## src/rtl/rnd_pkg.sv

```systemverilog
package rnd_pkg;

  typedef enum logic [1:0] {
    ST_IDLE = 2'd0,
    ST_RUN  = 2'd1,
    ST_FIN  = 2'd2
  } eng_state_e;

  // GF(2^8) product modulo x^8+x^4+x^3+x+1
  function automatic logic [7:0] gf_mul(input logic [7:0] a, input logic [7:0] b);
    logic [7:0] acc;
    logic [7:0] sh;
    acc = 8'h00;
    sh  = a;
    for (int i = 0; i < 8; i++) begin
      if (b[i]) acc = acc ^ sh;
      sh = {sh[6:0], 1'b0} ^ (sh[7] ? 8'h1b : 8'h00);
    end
    return acc;
  endfunction

  // inverse as x^254 = x^2 * x^4 * ... * x^128 (zero maps to zero)
  function automatic logic [7:0] gf_inv(input logic [7:0] x);
    logic [7:0] sq;
    logic [7:0] res;
    sq  = x;
    res = 8'h01;
    for (int i = 1; i < 8; i++) begin
      sq  = gf_mul(sq, sq);
      res = gf_mul(res, sq);
    end
    return res;
  endfunction

  function automatic logic [7:0] sub_byte(input logic [7:0] x);
    logic [7:0] b;
    b = gf_inv(x);
    return b ^ {b[6:0], b[7]} ^ {b[5:0], b[7:6]} ^ {b[4:0], b[7:5]}
             ^ {b[3:0], b[7:4]} ^ 8'h63;
  endfunction

endpackage

```

## src/rtl/rnd_sbox.sv

```systemverilog
module rnd_sbox (
  input  logic [7:0] in_byte,
  output logic [7:0] out_byte
);
  import rnd_pkg::*;

  always_comb begin
    out_byte = sub_byte(in_byte);
  end

endmodule

```

## src/rtl/rnd_addr_gen.sv

```systemverilog
module rnd_addr_gen #(
  parameter int ROWS = 4,
  parameter int COLS = 4,
  localparam int RW  = $clog2(ROWS),
  localparam int CW  = $clog2(COLS),
  localparam int AW  = RW + CW
) (
  input  logic [AW-1:0] dst_idx,
  output logic [AW-1:0] src_idx
);
  logic [RW-1:0] row;
  logic [CW-1:0] dst_col;
  logic [CW-1:0] src_col;

  // row r of the result takes its byte from column (c + r) mod COLS
  always_comb begin
    row     = dst_idx[RW-1:0];
    dst_col = dst_idx[AW-1:RW];
    src_col = dst_col + CW'(row);
    src_idx = {src_col, row};
  end

endmodule

```

## src/rtl/rnd_state_bank.sv

```systemverilog
module rnd_state_bank #(
  parameter int NB = 16,
  localparam int AW = $clog2(NB)
) (
  input  logic          clk,
  input  logic          rst_n,
  input  logic          eng_busy,
  input  logic          host_we,
  input  logic [AW-1:0] host_addr,
  input  logic [7:0]    host_wdata,
  output logic [7:0]    host_rdata,
  input  logic [AW-1:0] eng_raddr,
  output logic [7:0]    eng_rdata,
  input  logic          eng_we,
  input  logic [AW-1:0] eng_waddr,
  input  logic [7:0]    eng_wdata,
  input  logic          swap
);
  logic       sel_q;
  logic       sel_d;
  logic       host_ok;
  logic [7:0] host_rd_b [2];
  logic [7:0] eng_rd_b  [2];

  assign host_ok = host_we && !eng_busy;

  for (genvar b = 0; b < 2; b++) begin : g_bank
    logic [7:0]    mem [NB];
    logic          we;
    logic [AW-1:0] waddr;
    logic [7:0]    wdata;
    logic          is_cur;

    assign is_cur = (sel_q == 1'(b));
    // the current bank takes host writes, the other one takes engine results
    assign we     = is_cur ? host_ok   : eng_we;
    assign waddr  = is_cur ? host_addr : eng_waddr;
    assign wdata  = is_cur ? host_wdata : eng_wdata;

    always_ff @(posedge clk) begin
      if (we) mem[waddr] <= wdata;
    end

    assign host_rd_b[b] = mem[host_addr];
    assign eng_rd_b[b]  = mem[eng_raddr];
  end

  assign host_rdata = host_rd_b[sel_q];
  assign eng_rdata  = eng_rd_b[sel_q];

  always_comb begin
    sel_d = sel_q;
    if (swap) sel_d = ~sel_q;
  end

  always_ff @(posedge clk or negedge rst_n) begin
    if (!rst_n) sel_q <= 1'b0;
    else        sel_q <= sel_d;
  end

  // visible state is frozen for the whole round
  p_host_frozen_r9: assert property (@(posedge clk) disable iff (!rst_n)
    (eng_busy && $past(eng_busy) && $stable(host_addr)) |-> $stable(host_rdata));

endmodule

```

## src/rtl/byte_round_engine.sv

```systemverilog
module byte_round_engine #(
  parameter int ROWS = 4,
  parameter int COLS = 4,
  localparam int NB  = ROWS * COLS,
  localparam int AW  = $clog2(NB)
) (
  input  logic          clk,
  input  logic          rst_n,
  input  logic          start,
  input  logic          final_round,
  input  logic          key_valid,
  input  logic [7:0]    key_data,
  output logic          key_ready,
  output logic          done,
  output logic          mix_go,
  output logic          busy,
  input  logic          host_we,
  input  logic [AW-1:0] host_addr,
  input  logic [7:0]    host_wdata,
  output logic [7:0]    host_rdata
);
  import rnd_pkg::*;

  logic [1:0]    rst_sync_q;
  logic          rst_i_n;
  eng_state_e    state_q, state_d;
  logic [AW-1:0] cnt_q, cnt_d;
  logic          final_q, final_d;
  logic          accept;
  logic          swap;
  logic [AW-1:0] src_idx;
  logic [7:0]    rd_byte;
  logic [7:0]    sub_out;
  logic [7:0]    wr_byte;
  logic [AW:0]   acc_seen_q;

  // asynchronous assert, synchronous release
  always_ff @(posedge clk or negedge rst_n) begin
    if (!rst_n) rst_sync_q <= 2'b00;
    else        rst_sync_q <= {rst_sync_q[0], 1'b1};
  end
  assign rst_i_n = rst_sync_q[1];

  assign accept    = (state_q == ST_RUN) && key_valid;
  assign key_ready = (state_q == ST_RUN);
  assign busy      = (state_q != ST_IDLE);
  assign done      = (state_q == ST_FIN);
  assign mix_go    = done && !final_q;
  assign swap      = done;

  always_comb begin
    state_d = state_q;
    cnt_d   = cnt_q;
    final_d = final_q;
    unique case (state_q)
      ST_IDLE: begin
        if (start) begin
          state_d = ST_RUN;
          cnt_d   = '0;
          final_d = final_round;
        end
      end
      ST_RUN: begin
        if (accept) begin
          cnt_d = cnt_q + 1'b1;
          if (cnt_q == AW'(NB - 1)) state_d = ST_FIN;
        end
      end
      ST_FIN:  state_d = ST_IDLE;
      default: state_d = ST_IDLE;
    endcase
  end

  always_ff @(posedge clk or negedge rst_i_n) begin
    if (!rst_i_n) begin
      state_q <= ST_IDLE;
      cnt_q   <= '0;
      final_q <= 1'b0;
    end else begin
      state_q <= state_d;
      cnt_q   <= cnt_d;
      final_q <= final_d;
    end
  end

  rnd_addr_gen #(.ROWS(ROWS), .COLS(COLS)) i_addr (
    .dst_idx (cnt_q),
    .src_idx (src_idx)
  );

  rnd_sbox i_sbox (
    .in_byte  (rd_byte),
    .out_byte (sub_out)
  );

  assign wr_byte = sub_out ^ key_data;

  rnd_state_bank #(.NB(NB)) i_bank (
    .clk        (clk),
    .rst_n      (rst_i_n),
    .eng_busy   (busy),
    .host_we    (host_we),
    .host_addr  (host_addr),
    .host_wdata (host_wdata),
    .host_rdata (host_rdata),
    .eng_raddr  (src_idx),
    .eng_rdata  (rd_byte),
    .eng_we     (accept),
    .eng_waddr  (cnt_q),
    .eng_wdata  (wr_byte),
    .swap       (swap)
  );

  // accepted-byte tally used only by the checks below
  always_ff @(posedge clk or negedge rst_i_n) begin
    if (!rst_i_n)                acc_seen_q <= '0;
    else if (state_q == ST_IDLE) acc_seen_q <= '0;
    else if (accept)             acc_seen_q <= acc_seen_q + 1'b1;
  end

  p_done_pulse_r7: assert property (@(posedge clk) disable iff (!rst_i_n)
    done |=> !done);

  p_full_round_r6: assert property (@(posedge clk) disable iff (!rst_i_n)
    done |-> (acc_seen_q == (AW+1)'(NB)));

  p_stall_hold_r6: assert property (@(posedge clk) disable iff (!rst_i_n)
    (key_ready && !key_valid) |=> ($stable(cnt_q) && key_ready));

  p_mix_with_done_r8: assert property (@(posedge clk) disable iff (!rst_i_n)
    mix_go |-> (done && !key_ready));

  p_start_kicks_r3: assert property (@(posedge clk) disable iff (!rst_i_n)
    (!busy && start) |=> (busy && key_ready));

endmodule

```

## config.mk

```make
export PLATFORM = sky130hd
export DESIGN_NAME = byte_round_engine
export DESIGN_NICKNAME = d
export VERILOG_FILES = /design/src/rtl/rnd_pkg.sv /design/src/rtl/rnd_sbox.sv /design/src/rtl/rnd_addr_gen.sv /design/src/rtl/rnd_state_bank.sv /design/src/rtl/byte_round_engine.sv
export SDC_FILE = /design/constraint.sdc
export NUM_CORES = 1
export LEC_CHECK = 0
export BUFFER_PORTS_ARGS = -buffer_cell sky130_fd_sc_hd__buf_2
export CAP_MARGIN = 5
export CORE_UTILIZATION = 33
export DETAILED_ROUTE_END_ITERATION = 10
export GPL_TIMING_DRIVEN = 0
export SYNTH_ARGS = -nofsm -noshare
export SYNTH_HDL_FRONTEND = slang
export SYNTH_SLANG_ARGS = --single-unit
```

## constraint.sdc

```tcl
create_clock -name clk -period 2.95 [get_ports clk]
set_input_delay 0.59 -clock clk [delete_from_list [all_inputs] [get_ports clk]]
set_output_delay 0.59 -clock clk [all_outputs]
set_load 0.05 [all_outputs]
```

## Word level (Yosys, flattened, before mapping)

Memory sizes are Yosys's and may differ from the RTL's.
Index checks and enable logic that the tools add are counted.

| word-level totals | value |
|---|---|
| bits in registers | 10 |
| latch bits | 0 |
| RAM bits | 256 |
| bits in read-only memories | 0 |
| bits of input ports | 26 |
| output and inout bits | 12 |
| word-level logic and storage cells | 450 |
| memories | 2 |

| operators by class | value |
|---|---|
| $add $sub $neg | 2 |
| multiply operators | 0 |
| div/mod/pow operators | 0 |
| $lt $le $gt $ge | 1 |
| equal/unequal tests | 6 |
| shift-type cells | 0 |
| muxes and demuxes | 226 |
| bitwise logic cells | 197 |
| reduce and logical (&&, ||, !) cells | 11 |

Memories:

| memory | words | bits a word | read ports | clocked after memory_dff | write ports | RTL line | RTL |
|---|---|---|---|---|---|---|---|
| i_bank.g_bank[0].mem | 16 | 8 | 2 | 0 | 1 | rnd_state_bank.sv:28 | `logic [7:0] mem [NB];` |
| i_bank.g_bank[1].mem | 16 | 8 | 2 | 0 | 1 | rnd_state_bank.sv:28 |  |

Operator list:

| kind | number |
|---|---|
| XOR 8 bit | 187 |
| two-way mux 8 bit | 113 |
| two-way mux 5 bit | 92 |
| two-way mux 4 bit | 5 |
| two-way mux 2 bit | 4 |
| case mux 4 bit (2 select lines) | 1 |
| two-way mux 1 bit | 7 |
| two-way mux 7 bit | 1 |
| inverter 1 bit, first input constant | 7 |
| two-way mux 6 bit | 1 |
| AND reduction 3 bit | 2 |
| adder 4 x 1 -> 4 bit, second input constant | 1 |
| equality test 4 bit, second input constant | 1 |
| != test 2 x 1 -> 1 bit, second input constant | 2 |
| inverter 4 bit | 1 |
| case mux 2 bit (2 select lines) | 1 |
| nonzero test 2 bit | 2 |
| logical AND 1 bit | 3 |
| two-way mux 3 bit | 1 |
| adder 2 bit | 1 |
| equality test 2 x 1 -> 1 bit, second input constant | 1 |
| equality test 2 bit, second input constant | 1 |
| greater-or-equal comparator 2 bit, second input constant | 1 |
| logical NOT 1 bit | 2 |
| 5 further kinds | 5 |

## Longest topological paths before layout

Gate-level depths: netlist of the first run.
An unclocked memory read counts as a cell.

| logic depth | value |
|---|---|
| depth in word-level cells | 139 |
| mapped depth | 80 |

## By module

A second synthesis of the first run with hierarchy kept.

| unflattened totals | value |
|---|---|
| cell total of the unflattened synthesis | 2558 |
| area total of the unflattened synthesis | 28050.7 um^2 |

Modules (own cells, without submodules):

| module | instances | cells each | area an instance (um^2) | seq. area each (um^2) |
|---|---|---|---|---|
| rnd_sbox | 1 | 1942 | 15220.8 | 0.0 |
| rnd_state_bank | 1 | 564 | 12280.5 | 7712.4 |
| byte_round_engine | 1 | 48 | 498.0 | 225.2 |
| rnd_addr_gen | 1 | 4 | 51.3 | 0.0 |

## Worst setup path after synthesis of the first run

Ideal clock, no wire load.

| path | value |
|---|---|
| path kind | register to register |
| from | register cnt_q[0] |
| to | memory i_bank.g_bank[0].mem[0][5] (data pin) |
| setup time | 284 ps |
| arrival | 17803 ps |
| data required time | 2666 ps |
| path slack | -15136 ps |
| cell stages (with the launch flop) | 73 |
| path buffers | 13 |
| period minus slack after synthesis | 18086 ps |
| cells stage by stage | dfrtp_1 -> ha_1 -> buf_2 -> buf_2 -> buf_1 -> mux4_2 -> a22oi_1 -> nand3_1 -> nand2_1 -> inv_2 -> buf_2 -> ha_1 -> inv_1 -> or3_1 -> a311oi_1 -> and3b_1 -> a221oi_2 -> xnor3_1 -> [37 not listed] -> mux2_1 -> or4_1 -> o311ai_0 -> or4_1 -> buf_2 -> nand3_1 -> a2111oi_1 -> xor3_2 -> xnor2_4 -> nor2_1 -> or3_1 -> o211ai_1 -> a32oi_2 -> xnor2_2 -> xnor2_2 -> xnor3_2 -> xnor3_1 -> o21ai_1 |

| on the way | value |
|---|---|
| longest elaborated chain between the ends | 136 |
| elaborated cells on any way between the ends | 398 |
| those cells by class | add/sub (1); mux (207); bitwise (188); memory (2) |

RTL lines:

| element | RTL line | RTL |
|---|---|---|
| from (decl) | byte_round_engine.sv:27 | `logic [AW-1:0] cnt_q, cnt_d;` |
| from (signal assigned) | byte_round_engine.sv:81 | `cnt_q <= cnt_d;` |
| adder 2 bit | rnd_addr_gen.sv:19 | `src_col = dst_col + CW'(row);` |
| memory read (16 x 8 bit) | n/a |  |
| two-way mux 8 bit (implied by the code) * (3 in series) | rnd_state_bank.sv:49 | `assign eng_rdata = eng_rd_b[sel_q];` |
| two-way mux 5 bit (tied with other cells) | rnd_pkg.sv:17 | `sh = {sh[6:0], 1'b0} ^ (sh[7] ? 8'h1b : 8'h00);` |
| XOR 8 bit (on tied branches) | rnd_pkg.sv:17, rnd_pkg.sv:16 |  |
| XOR 8 bit or two-way mux 8 bit (tied branches) | rnd_pkg.sv:16 | `if (b[i]) acc = acc ^ sh;` |
| two-way mux 8 bit or XOR 8 bit (tied branches) | rnd_pkg.sv:16 |  |
| XOR 8 bit or two-way mux 8 bit (tied branches) | rnd_pkg.sv:16 |  |
| [117 not listed] | n/a |  |
| XOR 8 bit | rnd_pkg.sv:16 |  |
| two-way mux 8 bit * | rnd_pkg.sv:16 |  |
| XOR 8 bit (3 in series) | rnd_pkg.sv:38 | `return b ^ {b[6:0], b[7]} ^ {b[5:0], b[7:6]} ^ {b[4:0], b[7:5]}` |
| XOR 8 bit * | rnd_pkg.sv:39 | `^ {b[3:0], b[7:4]} ^ 8'h63;` |
| inverter 4 bit (no source line) * | n/a |  |
| XOR 8 bit * | byte_round_engine.sv:96 | `assign wr_byte = sub_out ^ key_data;` |
| two-way mux 8 bit * | rnd_state_bank.sv:38 | `assign wdata = is_cur ? host_wdata : eng_wdata;` |
| named net i_bank.g_bank[0].wdata[5] | rnd_state_bank.sv:31 | `logic [7:0] wdata;` |
| to (decl) | rnd_state_bank.sv:28 |  |

The timed path passes the listed nets; every way through them passes the cells marked *. The select of a mux whose other input is x is not followed.

## Worst setup path in the final report of the first run

| path | value |
|---|---|
| from | register cnt_q[0] |
| to | memory i_bank.g_bank[0].mem[15][1] (data pin) |

Same word-level chain as after synthesis.

==> results by group, run 1 <==
CTS
  – Clock Path Buffers: 3
  – Clk Latency, worst-skew pair: roughly 0.57 ns
  – CTS clock-pin slew for the worst setup and hold paths: 0.06 ns
  – CTS root buf: clkbuf_16
  – Cts bufs inserted: 27
  – CTS tree: done
  – Max H-tree Level: 1
  – Clock Sinks: 266

Yosys
  – Register area share after synthesis: between 20% and 30%
  – Ranking of synthesized cells by area: edfxtp_1 (26%), xnor2_1 (11%), mux4_2 (8.2%), xnor3_1 (5.9%), nor2_1 (4.9%)
  – Primary FF master, synth: edfxtp_1
  – Synthesized area: 29800 µm²
  – Top cell type by total area after synthesis: edfxtp_1
  – FF+latch count, synth: 266
  – Post-synth top area share: 25.8%
  – Asr flop ratio synth: roughly 3.8%
  – Post-Synthesis Cells: 3053
  – Distinct cells, synth: ~120
  – Post-Syn Nets: 3088
  – Yosys warning total: 0
  – Syn_area_per_cell: 9.76 µm²
  – Post-synth EDFFs: 256

Floorplanning
  – DIE AREA: 91500 µm²
  – Row Count: 109
  – Die height: 302 µm
  – Core ar.: 88900 µm²
  – Die width: between 300 and 400 µm
  – Initial Util: 33.5%
  – Ports: 38

STA
  – RSZ-0062 raised after global routing: true
  – Worst setup margin: -13.90 ns
  – Worst-Margin Slew: 1.22 ns
  – Fin. Hold Viols: 0
  – Period utilization: 571%
  – Relative slew slack: 18.6%
  – Final Slew Violations: 0
  – Setup TNS: -3773.96 ns
  – Max frequency: 59.4 MHz
  – Worst clock skew: 0.0254 ns
  – Fin crit period: ~17 ns
  – Final setup fails: 520

Setup path
  – Slowest CP cell: or4_4
  – Crit path buf inv count: 22
  – Largest fanout on the critical path: 10
  – Crit path launch type: flip-flop
  – CP top delay family: XOR/XNOR gates
  – Worst EP arrival: 17.27 ns
  – Worst Path Class, Setup: reg2reg
  – Most common cell on crit path: xnor2_2
  – CP required: around 3.4 ns
  – Worst R2R Start: cnt_q[0]
  – Worst Setup SP: cnt_q[0]
  – Worst reg2reg path depth: 80
  – Max incr delay on CP: between 0.5 and 0.6 ns
  – Critical path capture point type: flip-flop
  – Levels on crit path: 80

Final layout
  – Nets: 3499
  – Final Cell Area: 39700 µm²
  – Share of cells above drive strength 1: 35.0%
  – Ant diodes: 0
  – Area Growth Syn to Fin: 33.2%
  – Most frequent cells in the layout: nor2_1 (362), buf_4 (284), xnor2_1 (267)
  – Most common cell after layout, fill and taps aside: nor2_1

Run status
  – Failing checks: setup timing
  – Status: finished with violations

Job
  – Reported max-cap violation count: 0

GRT
  – First-pass GRT wire length: 161000 µm
  – Initial antenna violation count: 1
  – Vias in the first global route: about 26000
  – Tot GR Track Use: 22.7%
  – Total gr overflow: 0
  – Largest net degree at the start of global routing: 17

Placement
  – Gpl congestion: approximately 0.93
  – Final HPWL DP: 74600 µm
  – Cell Area, Placed: 32500 µm²
  – Number of I/O port buffers: 35

Drt
  – Post-detailed-route wirelength per cell: 23.6 µm
  – Routed WL: 110000 µm
  – Total number of vias: 27630
  – Iteration-0 DRC Markers: 3220
  – Post-DRT Antenna Nets: 0
  – Vias per cell: 5.94
  – Pre-Repair DR Iteration Count: 8
  – DRC: 0

Min path
  – Path type of the worst min-delay path: reg2async
cell usage after synthesis (all sizes together), types with 77 or more instances:
master,count
xnor2,410
nor2,392
edfxtp,256
nand2,254
o21ai,120
clkbuf,116
a21oi,111
buf,109
mux4,109
nor3,105
xor2,104
xnor3,92
nand3,82
mux2i,77
worst paths after layout:
path                                               end  slack [ns]
min in group clk                               final_q        0.26
max reg2reg                i_bank.g_bank[0].mem[15][1]      -13.90
min reg2reg                                    final_q        0.13
max in group asynchronous                rst_sync_q[0]        2.51
max                        i_bank.g_bank[0].mem[15][1]      -13.90
min                                            final_q        0.13
kinds of logic (layout without fill, tap and decap cells):
family / Yosys count / after routing / synth area share, %
adders and majority gates: 10 / 10 / 0.412
DFF: 266 / 266 / 26.6
buffers and inverters: 255 / 685 / 3.96
and+or+nand+nor: 1031 / 1031 / 15.9
AOI/OAI and AO/OA: 623 / 623 / 14.8
other: 1 / 1 / 0.0126
xor gates and xnor gates: 615 / 615 / 24.9
muxes: 252 / 252 / 13.3
metrics by stage:
stage	cells	util, %	setup WS, ns	hold slack [ns]
after floorplan	3053	-	-12.84	0.0946
after global placement	4253	36.5	-17.35	0.142
after CTS	4552	42.5	-13.71	0.150
after global routing	4648	44.6	-14.35	0.180
after detailed placement	4253	36.5	-17.39	0.146
final	4648	44.6	-13.90	0.128
final cells by class:
| class | count | area, µm² |
|---|---|---|
| buffer | 219 | 1630 |
| clock buffer | 30 | 687 |
| fill | 8192 | 49200 |
| sequential | 266 | 7940 |
| multi-input combinational | 2532 | 24100 |
| tap | 1165 | 1460 |
| inverter | 30 | 133 |
| clock inverter | 18 | 160 |
| timing repair buffer | 388 | 3580 |
metal layers:
metal	share of wire, %	global-route usage, %
met1	40	30.5
met2	48	37.9
met3	8.5	2.53
met4	4.4	8.14
met5	0.010	0
state kept, by name, summed over array words and instances, names as in the netlist:
register / cells
cnt_q: 4
i_bank.g_bank.is_cur: 1
state_q: 2
final_q: 1
rst_sync_q: 2
i_bank.g_bank.mem: 256
what timing repair did:
item	in CTS	in global routing
resized for setup	397	195
gates cloned	2	4
endpoints found under the setup margin	520	520
endpoints found under the hold margin	2	0
buffers inserted	253	97
hold buffers	1	0
pin swaps	189	126
Power of run 1 is left out: the tool's default activity adds up to more than one toggle a clock period on the data nets, which glitch-free logic cannot reach.
==> run 2, diff against run 1 <==
BUFFER_PORTS_ARGS = unset   (was -buffer_cell sky130_fd_sc_hd__buf_2)
DONT_BUFFER_PORTS = 1   (was unset)
==> run 2 against run 1 <==
- the run still ends with setup timing left
- sequential share of layout area grew 0.47 points
- core utilization shrank 1.0 points
- via count shrank 1.3%
- clock-buffer cell count grew 1
- critical path depth shrank 7
- hold slack gained 0.023 ns
- register-to-register slack lost 0.21 ns
- flip-flop and latch count is the same
- non-clock buffer count shrank 67
==> results by group, run 2 (synthesized netlist as in run 1, its figures left out) <==
Floorplanning
  – DIE AREA: 91500 µm²
  – Die width: 302 µm
  – Die height: 302 µm
  – Row Count: 109
  – Core ar.: 88900 µm²
  – Ports: 38
  – Initial Util: 33.5%

Final layout
  – Largest registers: i_bank.g_bank.mem (256), cnt_q (4)
  – Nets: 3434
  – Most frequent cells in the layout: nor2_1 (361), buf_4 (275), xnor2_1 (272)
  – Non-Filler Instances: 4584
  – Largest register FFs: around 260
  – Most common cell after layout, fill and taps aside: nor2_1
  – Largest Register: i_bank.g_bank.mem
  – Area Growth Syn to Fin: 30.1%
  – Final Cell Area: about 39000 µm²
  – Share of cells above drive strength 1: 33.1%
  – Ant diodes: 0

Placement
  – Cell Area, Placed: 32300 µm²
  – Gpl congestion: between 0.9 and 1
  – Placed cell count: 4219
  – Number of I/O port buffers: 0
  – Final HPWL DP: 74900 µm

Drt
  – Routed WL: 108000 µm
  – DRC: 0
  – Iteration-0 DRC Markers: about 3200
  – Vias per cell: 5.95
  – Pre-Repair DR Iteration Count: 6
  – Post-DRT Antenna Nets: 0
  – Total number of vias: 27283
  – Post-detailed-route wirelength per cell: 23.7 µm

Min path
  – Path type of the worst min-delay path: reg2async

CTS
  – Clock Path Buffers: 3
  – CTS clock-pin slew for the worst setup and hold paths: 0.06 ns
  – CTS root buf: clkbuf_16
  – Clock Sinks: 266
  – Max H-tree Level: 1
  – Cts bufs inserted: 29
  – CTS tree: done
  – Clk Latency, worst-skew pair: 0.57 ns

Setup path
  – Critical path capture point type: flip-flop
  – Worst Path Class, Setup: reg2reg
  – Crit path launch type: flip-flop
  – CP required: about 3.3 ns
  – Worst EP arrival: 17.37 ns
  – Most common cell on crit path: buf_4
  – Slowest CP cell: nor4_1
  – Max incr delay on CP: between 0.7 and 0.8 ns
  – Largest fanout on the critical path: 10

STA
  – Final Slew Violations: 0
  – Worst clock skew: 0.0271 ns
  – Worst-Margin Slew: ~1.2 ns
  – Period utilization: 578%
  – Fin crit period: 17.06 ns
  – Relative slew slack: 16.8%
  – Max frequency: 58.6 MHz
  – RSZ-0062 raised after global routing: true
  – Final setup fails: 520
  – Worst setup margin: -14.11 ns
  – Fin. Hold Viols: 0

GRT
  – Initial antenna violation count: 1
  – Total gr overflow: 0
  – Largest net degree at the start of global routing: 17
  – Tot GR Track Use: 22.8%
  – First-pass GRT wire length: 161000 µm
  – Vias in the first global route: 25659

Job
  – Reported max-cap violation count: 0

Run status
  – Status: finished with violations
  – Failing checks: setup timing
run 2: changes by cell type in the layout (fill, tap and decap cells not counted), sizes merged:
cell	change
clkinv	+5
bufbuf	+2
clkinvlp	-1
buf	-72
clkbuf	+4
inv	-2
run 2: final timing paths:
kind / start / to / slack (ns) / cells past startpoint
worst min register to register: rst_sync_q[1] / cnt_q[1] / 0.15 / 0
max in group asynchronous: rst_sync_q[1] / cnt_q[0] / 2.51 / 0
min in group clk: final_round / final_q / 0.19 / 1
worst max-delay path: cnt_q[0] / i_bank.g_bank[1].mem[1][6] / -14.11 / 73
worst max register to register: cnt_q[0] / i_bank.g_bank[1].mem[1][6] / -14.11 / 73
worst min-delay path: rst_sync_q[1] / cnt_q[1] / 0.15 / 0
run 2: worst max-delay path, delay by kind of cell, from the launching register on:
kind	cells	cell delay, ns
XOR/XNOR	23	6.21
AND/OR/NAND/NOR	15	3.55
adder cells (fa/ha/maj)	3	0.73
flip-flops	1	0.49
AO/OA/AOI/OAI	12	2.66
multiplexers	1	0.25
buffers and inverters	19	2.88
run 2: through the flow:
stage | setup slack [ns] | hold slack (ns) | TNS (ns) | util, %
after CTS | -13.79 | 0.157 | -3769.49 | 41.9
after global routing | -14.49 | 0.184 | -4019.16 | 43.6
after detailed placement | -17.71 | 0.147 | -4732.80 | 36.3
after floorplan | -12.84 | 0.0946 | -3281.69 | -
after global placement | -17.85 | 0.145 | -4768.89 | 36.3
final | -14.11 | 0.151 | -3872.32 | 43.6
run 2: timing repair:
item                       CTS  global route
gates resized for setup    386           144
buffers inserted           229            83
hold endpoints to repair     2             0
setup endpoints to repair  520           520
cloned                       3             2
pin swaps                  184           107
hold buffers                 1             0
run 2: cell type report:
type                    count  area, µm²
flip-flops and latches    266       7940
plain buffers             221       1570
inverters                  30        135
repair buffers            319       2960
fillers                  8311      50200
clock buffers              31        733
clock inverters            20        149
well taps                1165       1460
multi-input cells        2532      23800
run 2: metal layers:
layer	GRT usage, %	share of wire, %	wire length (µm)
met4	8.30	4.3	4630
met5	0	0.014	15
met3	2.76	8.9	9610
met1	30.5	40	43100
met2	37.8	47	51200
Power of run 2 is left out for the same reason.
